--- src/rtl/cq_pkg.sv ---
package cq_pkg;
  // Rising compare with hysteresis: x must reach set_lvl to start,
  // and stays asserted while it reaches clr_lvl.
  function automatic logic ge_hyst(input logic held, input int unsigned x,
                                   input int unsigned set_lvl, input int unsigned clr_lvl);
    return held ? (x >= clr_lvl) : (x >= set_lvl);
  endfunction

  // Falling compare with hysteresis.
  function automatic logic le_hyst(input logic held, input int unsigned x,
                                   input int unsigned set_lvl, input int unsigned clr_lvl);
    return held ? (x <= clr_lvl) : (x <= set_lvl);
  endfunction

  // Strict rising compare with hysteresis.
  function automatic logic gt_hyst(input logic held, input int unsigned x,
                                   input int unsigned set_lvl, input int unsigned clr_lvl);
    return held ? (x > clr_lvl) : (x > set_lvl);
  endfunction

  function automatic int unsigned abs_diff(input int unsigned a, input int unsigned b);
    return (a >= b) ? (a - b) : (b - a);
  endfunction
endpackage

--- src/rtl/cq_blank_timer.sv ---
module cq_blank_timer #(
  parameter int BLANK_CYC = 16
) (
  input  logic clk,
  input  logic rst_n,
  input  logic trig,
  output logic blanking
);
  localparam int CW = $clog2(BLANK_CYC + 1);
  logic [CW-1:0] cnt;

  always_ff @(posedge clk) begin
    if (!rst_n)              cnt <= '0;
    else if (trig)           cnt <= CW'(BLANK_CYC);
    else if (cnt != '0)      cnt <= cnt - CW'(1);
  end

  assign blanking = trig || (cnt != '0);
endmodule

--- src/rtl/cq_window.sv ---
module cq_window #(
  parameter int M_WIN = 8,
  parameter int N_HIT = 5
) (
  input  logic clk,
  input  logic rst_n,
  input  logic clr,
  input  logic push,
  input  logic hit,
  output logic flt
);
  logic [M_WIN-1:0] hist;

  always_ff @(posedge clk) begin
    if (!rst_n || clr) hist <= '0;
    else if (push)     hist <= {hist[M_WIN-2:0], hit};
  end

  assign flt = ($countones(hist) >= N_HIT);
endmodule

--- src/rtl/cq_confirm.sv ---
module cq_confirm #(
  parameter int CONF_N = 4
) (
  input  logic clk,
  input  logic rst_n,
  input  logic clr,
  input  logic push,
  input  logic clean,
  output logic done
);
  localparam int CW = $clog2(CONF_N + 1);
  logic [CW-1:0] run;

  always_ff @(posedge clk) begin
    if (!rst_n || clr)          run <= '0;
    else if (push) begin
      if (!clean)               run <= '0;
      else if (run != CW'(CONF_N)) run <= run + CW'(1);
    end
  end

  assign done = (run == CW'(CONF_N));
endmodule

--- src/rtl/contact_qualifier.sv ---
module contact_qualifier #(
  parameter int DW        = 12,
  parameter int KW        = 4,
  parameter int M_WIN     = 8,
  parameter int N_HIT     = 5,
  parameter int BLANK_CYC = 16,
  parameter int CONF_N    = 4
) (
  input  logic          clk,
  input  logic          rst_n,
  input  logic          smp_vld,
  input  logic [DW-1:0] i_meas,
  input  logic [DW-1:0] v_meas,
  input  logic [DW-1:0] i_cmd,
  input  logic          blank_req,
  input  logic [DW-1:0] open_v_set,
  input  logic [DW-1:0] open_v_clr,
  input  logic [DW-1:0] open_i_set,
  input  logic [DW-1:0] open_i_clr,
  input  logic [DW-1:0] short_v_set,
  input  logic [DW-1:0] short_v_clr,
  input  logic [DW-1:0] short_i_set,
  input  logic [DW-1:0] short_i_clr,
  input  logic [KW-1:0] warn_k_set,
  input  logic [KW-1:0] warn_k_clr,
  input  logic [DW-1:0] tol_set,
  input  logic [DW-1:0] tol_clr,
  output logic          loop_ok,
  output logic          warn_derate,
  output logic          open_flt,
  output logic          short_flt,
  output logic          mismatch,
  output logic          confirm_done
);
  import cq_pkg::*;

  localparam int NCOND = 2;  // index 0 = open, 1 = short

  // Named internal events, brought out for the checker.
  logic blanking;
  logic qual;
  logic open_hit, short_hit, warn_hit, mm_hit;
  logic clean;

  // Hysteresis state per condition.
  logic open_h, short_h, warn_h, mm_h;

  int unsigned iv, vv, cv;
  assign iv = 32'(i_meas);
  assign vv = 32'(v_meas);
  assign cv = 32'(i_cmd);

  cq_blank_timer #(.BLANK_CYC(BLANK_CYC)) u_blank (
    .clk(clk), .rst_n(rst_n), .trig(blank_req), .blanking(blanking)
  );

  assign qual = smp_vld && !blanking;

  assign open_hit  = ge_hyst(open_h, vv, 32'(open_v_set), 32'(open_v_clr))
                  && le_hyst(open_h, iv, 32'(open_i_set), 32'(open_i_clr));
  assign short_hit = le_hyst(short_h, vv, 32'(short_v_set), 32'(short_v_clr))
                  && ge_hyst(short_h, iv, 32'(short_i_set), 32'(short_i_clr));
  assign warn_hit  = gt_hyst(warn_h, vv, iv * 32'(warn_k_set), iv * 32'(warn_k_clr));
  assign mm_hit    = gt_hyst(mm_h, abs_diff(iv, cv), 32'(tol_set), 32'(tol_clr));
  assign clean     = !open_hit && !short_hit && !mm_hit;

  always_ff @(posedge clk) begin
    if (!rst_n || blanking) begin
      open_h  <= 1'b0;
      short_h <= 1'b0;
      warn_h  <= 1'b0;
      mm_h    <= 1'b0;
    end else if (qual) begin
      open_h  <= open_hit;
      short_h <= short_hit;
      warn_h  <= warn_hit;
      mm_h    <= mm_hit;
    end
  end

  // N-of-M persistence, one window per fault condition.
  logic [NCOND-1:0] cond_hit;
  logic [NCOND-1:0] cond_flt;
  assign cond_hit = {short_hit, open_hit};

  for (genvar g = 0; g < NCOND; g++) begin : g_win
    cq_window #(.M_WIN(M_WIN), .N_HIT(N_HIT)) u_win (
      .clk(clk), .rst_n(rst_n), .clr(blanking), .push(qual),
      .hit(cond_hit[g]), .flt(cond_flt[g])
    );
  end

  cq_confirm #(.CONF_N(CONF_N)) u_conf (
    .clk(clk), .rst_n(rst_n), .clr(blanking), .push(qual),
    .clean(clean), .done(confirm_done)
  );

  assign open_flt    = cond_flt[0];
  assign short_flt   = cond_flt[1];
  assign mismatch    = mm_h;
  assign warn_derate = warn_h;
  assign loop_ok     = confirm_done && !open_flt && !short_flt && !mismatch;
endmodule

--- config.mk ---
export PLATFORM = sky130hd
export DESIGN_NAME = contact_qualifier
export DESIGN_NICKNAME = d
export VERILOG_FILES = /design/src/rtl/cq_pkg.sv /design/src/rtl/cq_blank_timer.sv /design/src/rtl/cq_window.sv /design/src/rtl/cq_confirm.sv /design/src/rtl/contact_qualifier.sv
export SDC_FILE = /design/constraint.sdc
export NUM_CORES = 1
export LEC_CHECK = 0
export CORE_ASPECT_RATIO = 2
export CORE_MARGIN = 2
export CORE_UTILIZATION = 26
export CTS_CLUSTER_SIZE = 8
export DETAILED_ROUTE_END_ITERATION = 12
export PLACE_DENSITY = 0.57
export SLEW_MARGIN = 10
export SYNTH_ARGS = -nofsm -noshare
export SYNTH_HDL_FRONTEND = slang
export SYNTH_HIERARCHICAL = 1
export SYNTH_SLANG_ARGS = --single-unit
--- constraint.sdc ---
create_clock -name clk -period 7.85 [get_ports clk]
set_input_delay 1.9625 -clock clk [delete_from_list [all_inputs] [get_ports clk]]
set_output_delay 1.9625 -clock clk [all_outputs]
set_load 0.01 [all_outputs]
==> run summary <==
Int Pwr: 0.659 mW
EDFF count, synth: 0
Crit Path Category: primary input to register
Top cells by count, synth: inv_1 (247), ha_1 (217), and2_1 (76), a21oi_1 (62), o21ai_0 (53)
Wire per inst: 16.5 um
Skew-Pair Late Insertion Delay: 0.26 ns
Post-synthesis mux area share: 2.68%
Clock network power share: 12.6%
CTS root buf: clkbuf_16
Sink Count: 28
Critical Path Fanout Max: 13
Via Count: 8431
CTS tree: yes
Global route hottest layer: met2
Grt met2 use: 33.6%
Largest family of logic cells by synthesized area: adder cells
Max Slew Vio Count: 0
Final period util: 91.5%
Status: finished clean
Routability cong.: 0.916
Die height: 269 um
H-tree levels: 1
Row cnt: 96
F_max: 0.139 GHz
Die width: 136 um
Clock tree buffer depth: 2
Remaining DRCs: 0
Count of final hold-check violations: 0
Pleak: 5.77 nW
Count leader, synth: inv_1
Met1 usage: 15.5%
Setup TNS: 0 ns
Post-synthesis compound-gate area fraction: 18.7%
Mapped Area: 9100 sq um
Total CTS buffers: 3
Port Buffers: 173
Yosys warns: 6
Post-CTS Setup Inserts: 0
WL final: 29400 um
Overflow left after global routing: 0
First-pass DRT Iterations: 5
Register area share after synthesis: 6.16%
Worst vdd ir: 0.0707 mV
Net Sw Frac: 43.8%
Via/cell ratio: 4.74
Post-Synth Adder-Cell Area: 40.9%
Logic pwr share: 74.5%
Crit path time final: 7.18 ns
Post-synth top flop: dfxtp_1
Initial antenna violation count: 0
Worst Hold Class: register to register
Reg2Reg Depth: 11
# IOs: 174
HPWL Detailed: 25800 um
Layout cells sized above 1: 2.84%
RSZ-0062 raised after global routing: no
Max-Cap Viols: 0
Seq pwr share: 12.8%
Initial Utilization: 26.5%
Post-synth top area share: 29.8%
Met3 Track Usage GR: 0.846%
Die area: 36600 sq um
Pin count of the biggest net entering global routing: 19
Nets: 1772
P&R area growth vs syn: 26.3%
Clk slew on worst S/H paths: 0.07 ns
Relative max-transition margin: 49.3%
Fin area: 11500 sq um
Data required, critical path: 8.02 ns
Worst Tran Pin Value: 0.751 ns
Worst endpoint data arrival time: 7.35 ns
Setup-failing EPs final: 0
#FFs+latches synth: 28
Ant diodes: 0
Avg Inst Size Synth: 7.82 sq um
Floorplan Core Area: 34400 sq um
Top cell type by total area after synthesis: ha_1
First-pass GRT wire length: 45100 um
P_sw: 0.513 mW
GRT Total Usage: 16.0%
Simple-gate share of the synthesized area: 17.3%
Vias in the first global route: 8892
Synth cell types: 63
Cell Area, Placed: 11400 sq um
Pwr Total: 1.17 mW
Antenna Nets Post-Route: 0
Critical Path Sink Type: register
Mapped Nets: 1598
Hold path depth: 2
Pwr/cell area: 102 nW/um^2
Post-synth ARST share: 0%
Synth area leaders: ha_1 (30%), fa_1 (11%), inv_1 (10%), dfxtp_1 (6.2%), and2_1 (5.2%)
Post-synthesis cell count: 1163
Setup crit start kind: primary input
R2R Setup Slk: 4.40 ns
Post-Synth XOR/XNOR Area: 2.89%
Fin Clk Skew: 0.00506 ns
1st-iter DRT viols: 207
Filler cells: 3680
## timing repair
| action | in CTS | in global routing |
|---|---|---|
| resized for setup | 0 | 1 |
| hold buffers | 0 | 0 |
| endpoints found under the hold margin | 0 | 0 |
| setup endpoints to repair | 0 | 1 |
## power by group through the flow
stage | Clock [mW] | Combinational (mW) | Sequential [mW]
3_3_place_gp | 0 | 0.861 | 0.153
3_5_place_dp | 0 | 0.878 | 0.154
6_report | 0.148 | 0.874 | 0.150
5_1_grt | 0.154 | 0.993 | 0.151
4_1_cts | 0.152 | 0.883 | 0.150
2_1_floorplan | 0 | 0.597 | 0.152
## worst max-delay path, stage by stage
cell	delay, ns
clkdlybuf4s50_1	0.82
inv_1	0.17
ha_1	0.36
nor2b_1	0.14
o21ai_0	0.26
a21oi_1	0.14
o21ai_0	0.29
a21oi_1	0.16
a221oi_1	0.39
mux2_2	0.22
o21ai_0	0.11
ha_1	0.33
nand4_1	0.15
or4_1	0.46
a311oi_2	0.33
nor4bb_1	0.59
nand3_1	0.17
a311oi_1	0.29
## final cells by class
class                           count  area (sq um)  share of cell area [%]
Multi-Input combinational cell    869          7500                    65.3
Timing Repair Buffer              188          1840                    16.0
Inverter                          247           927                    8.07
Sequential cell                    28           561                    4.88
Tap cell                          441           552                    4.80
Clock buffer                        3          75.1                   0.653
Clock inverter                      1          30.0                   0.261
## placed cells by master, fill, tap and decap left out, types with 15 or more instances in the layout
cell / netlist / final
nand2b_1: 17 / 17
a21oi_1: 62 / 62
o21a_1: 17 / 16
and2_1: 76 / 76
xnor2_1: 16 / 16
fa_1: 50 / 50
inv_1: 247 / 247
nand2_1: 47 / 47
clkdlybuf4s50_1: 0 / 173
buf_4: 0 / 15
nor2b_1: 26 / 26
nor2_1: 49 / 48
a21o_1: 48 / 48
nand4_1: 27 / 27
ha_1: 217 / 217
dfxtp_1: 28 / 28
mux2i_1: 21 / 21
o21ai_0: 53 / 53
## routing by layer
metal	vias up	part of all wire (%)
li1	4277	-
met1	3916	36
met2	192	57
met3	46	3.3
met4	0	4.6
met5	-	0
## worst paths after layout
check,from,end
max,i_meas[1],u_conf/run[0]$_SDFFE_PP0P_
min reg2reg,g_win[1].u_win/hist[7]$_SDFFE_PP0P_,g_win[1].u_win/hist[7]$_SDFFE_PP0P_
max reg2reg,u_blank/cnt[0]$_SDFFE_PP0P_,warn_derate$_SDFFE_PP0P_
min,g_win[1].u_win/hist[7]$_SDFFE_PP0P_,g_win[1].u_win/hist[7]$_SDFFE_PP0P_
## cell families after synthesis
| group | count (synthesis) |
|---|---|
| compound gates | 258 |
| flops | 28 |
| mux | 24 |
| simple gates | 290 |
| xor+xnor | 30 |
| buf+inv | 266 |
| fa+ha+maj | 267 |
## state kept, by name, indices dropped and copies added (netlist names)
register	flops
warn_derate	1
short_h	1
u_conf/run	3
open_h	1
g_win.u_win/hist	16
mismatch	1
u_blank/cnt	5
## through the flow
step                instances  hold slack, ns  util (%)  setup WS (ns)
finish                   1777           0.504      33.4          0.666
global route             1777           0.532      33.4          0.208
detailed placement       1773           0.489      33.1          0.218
global placement         1773           0.482      33.1          0.385
CTS                      1777           0.508      33.4          0.502
floorplan                1163           0.460         -           1.79
(Power assumes the default switching activity.)
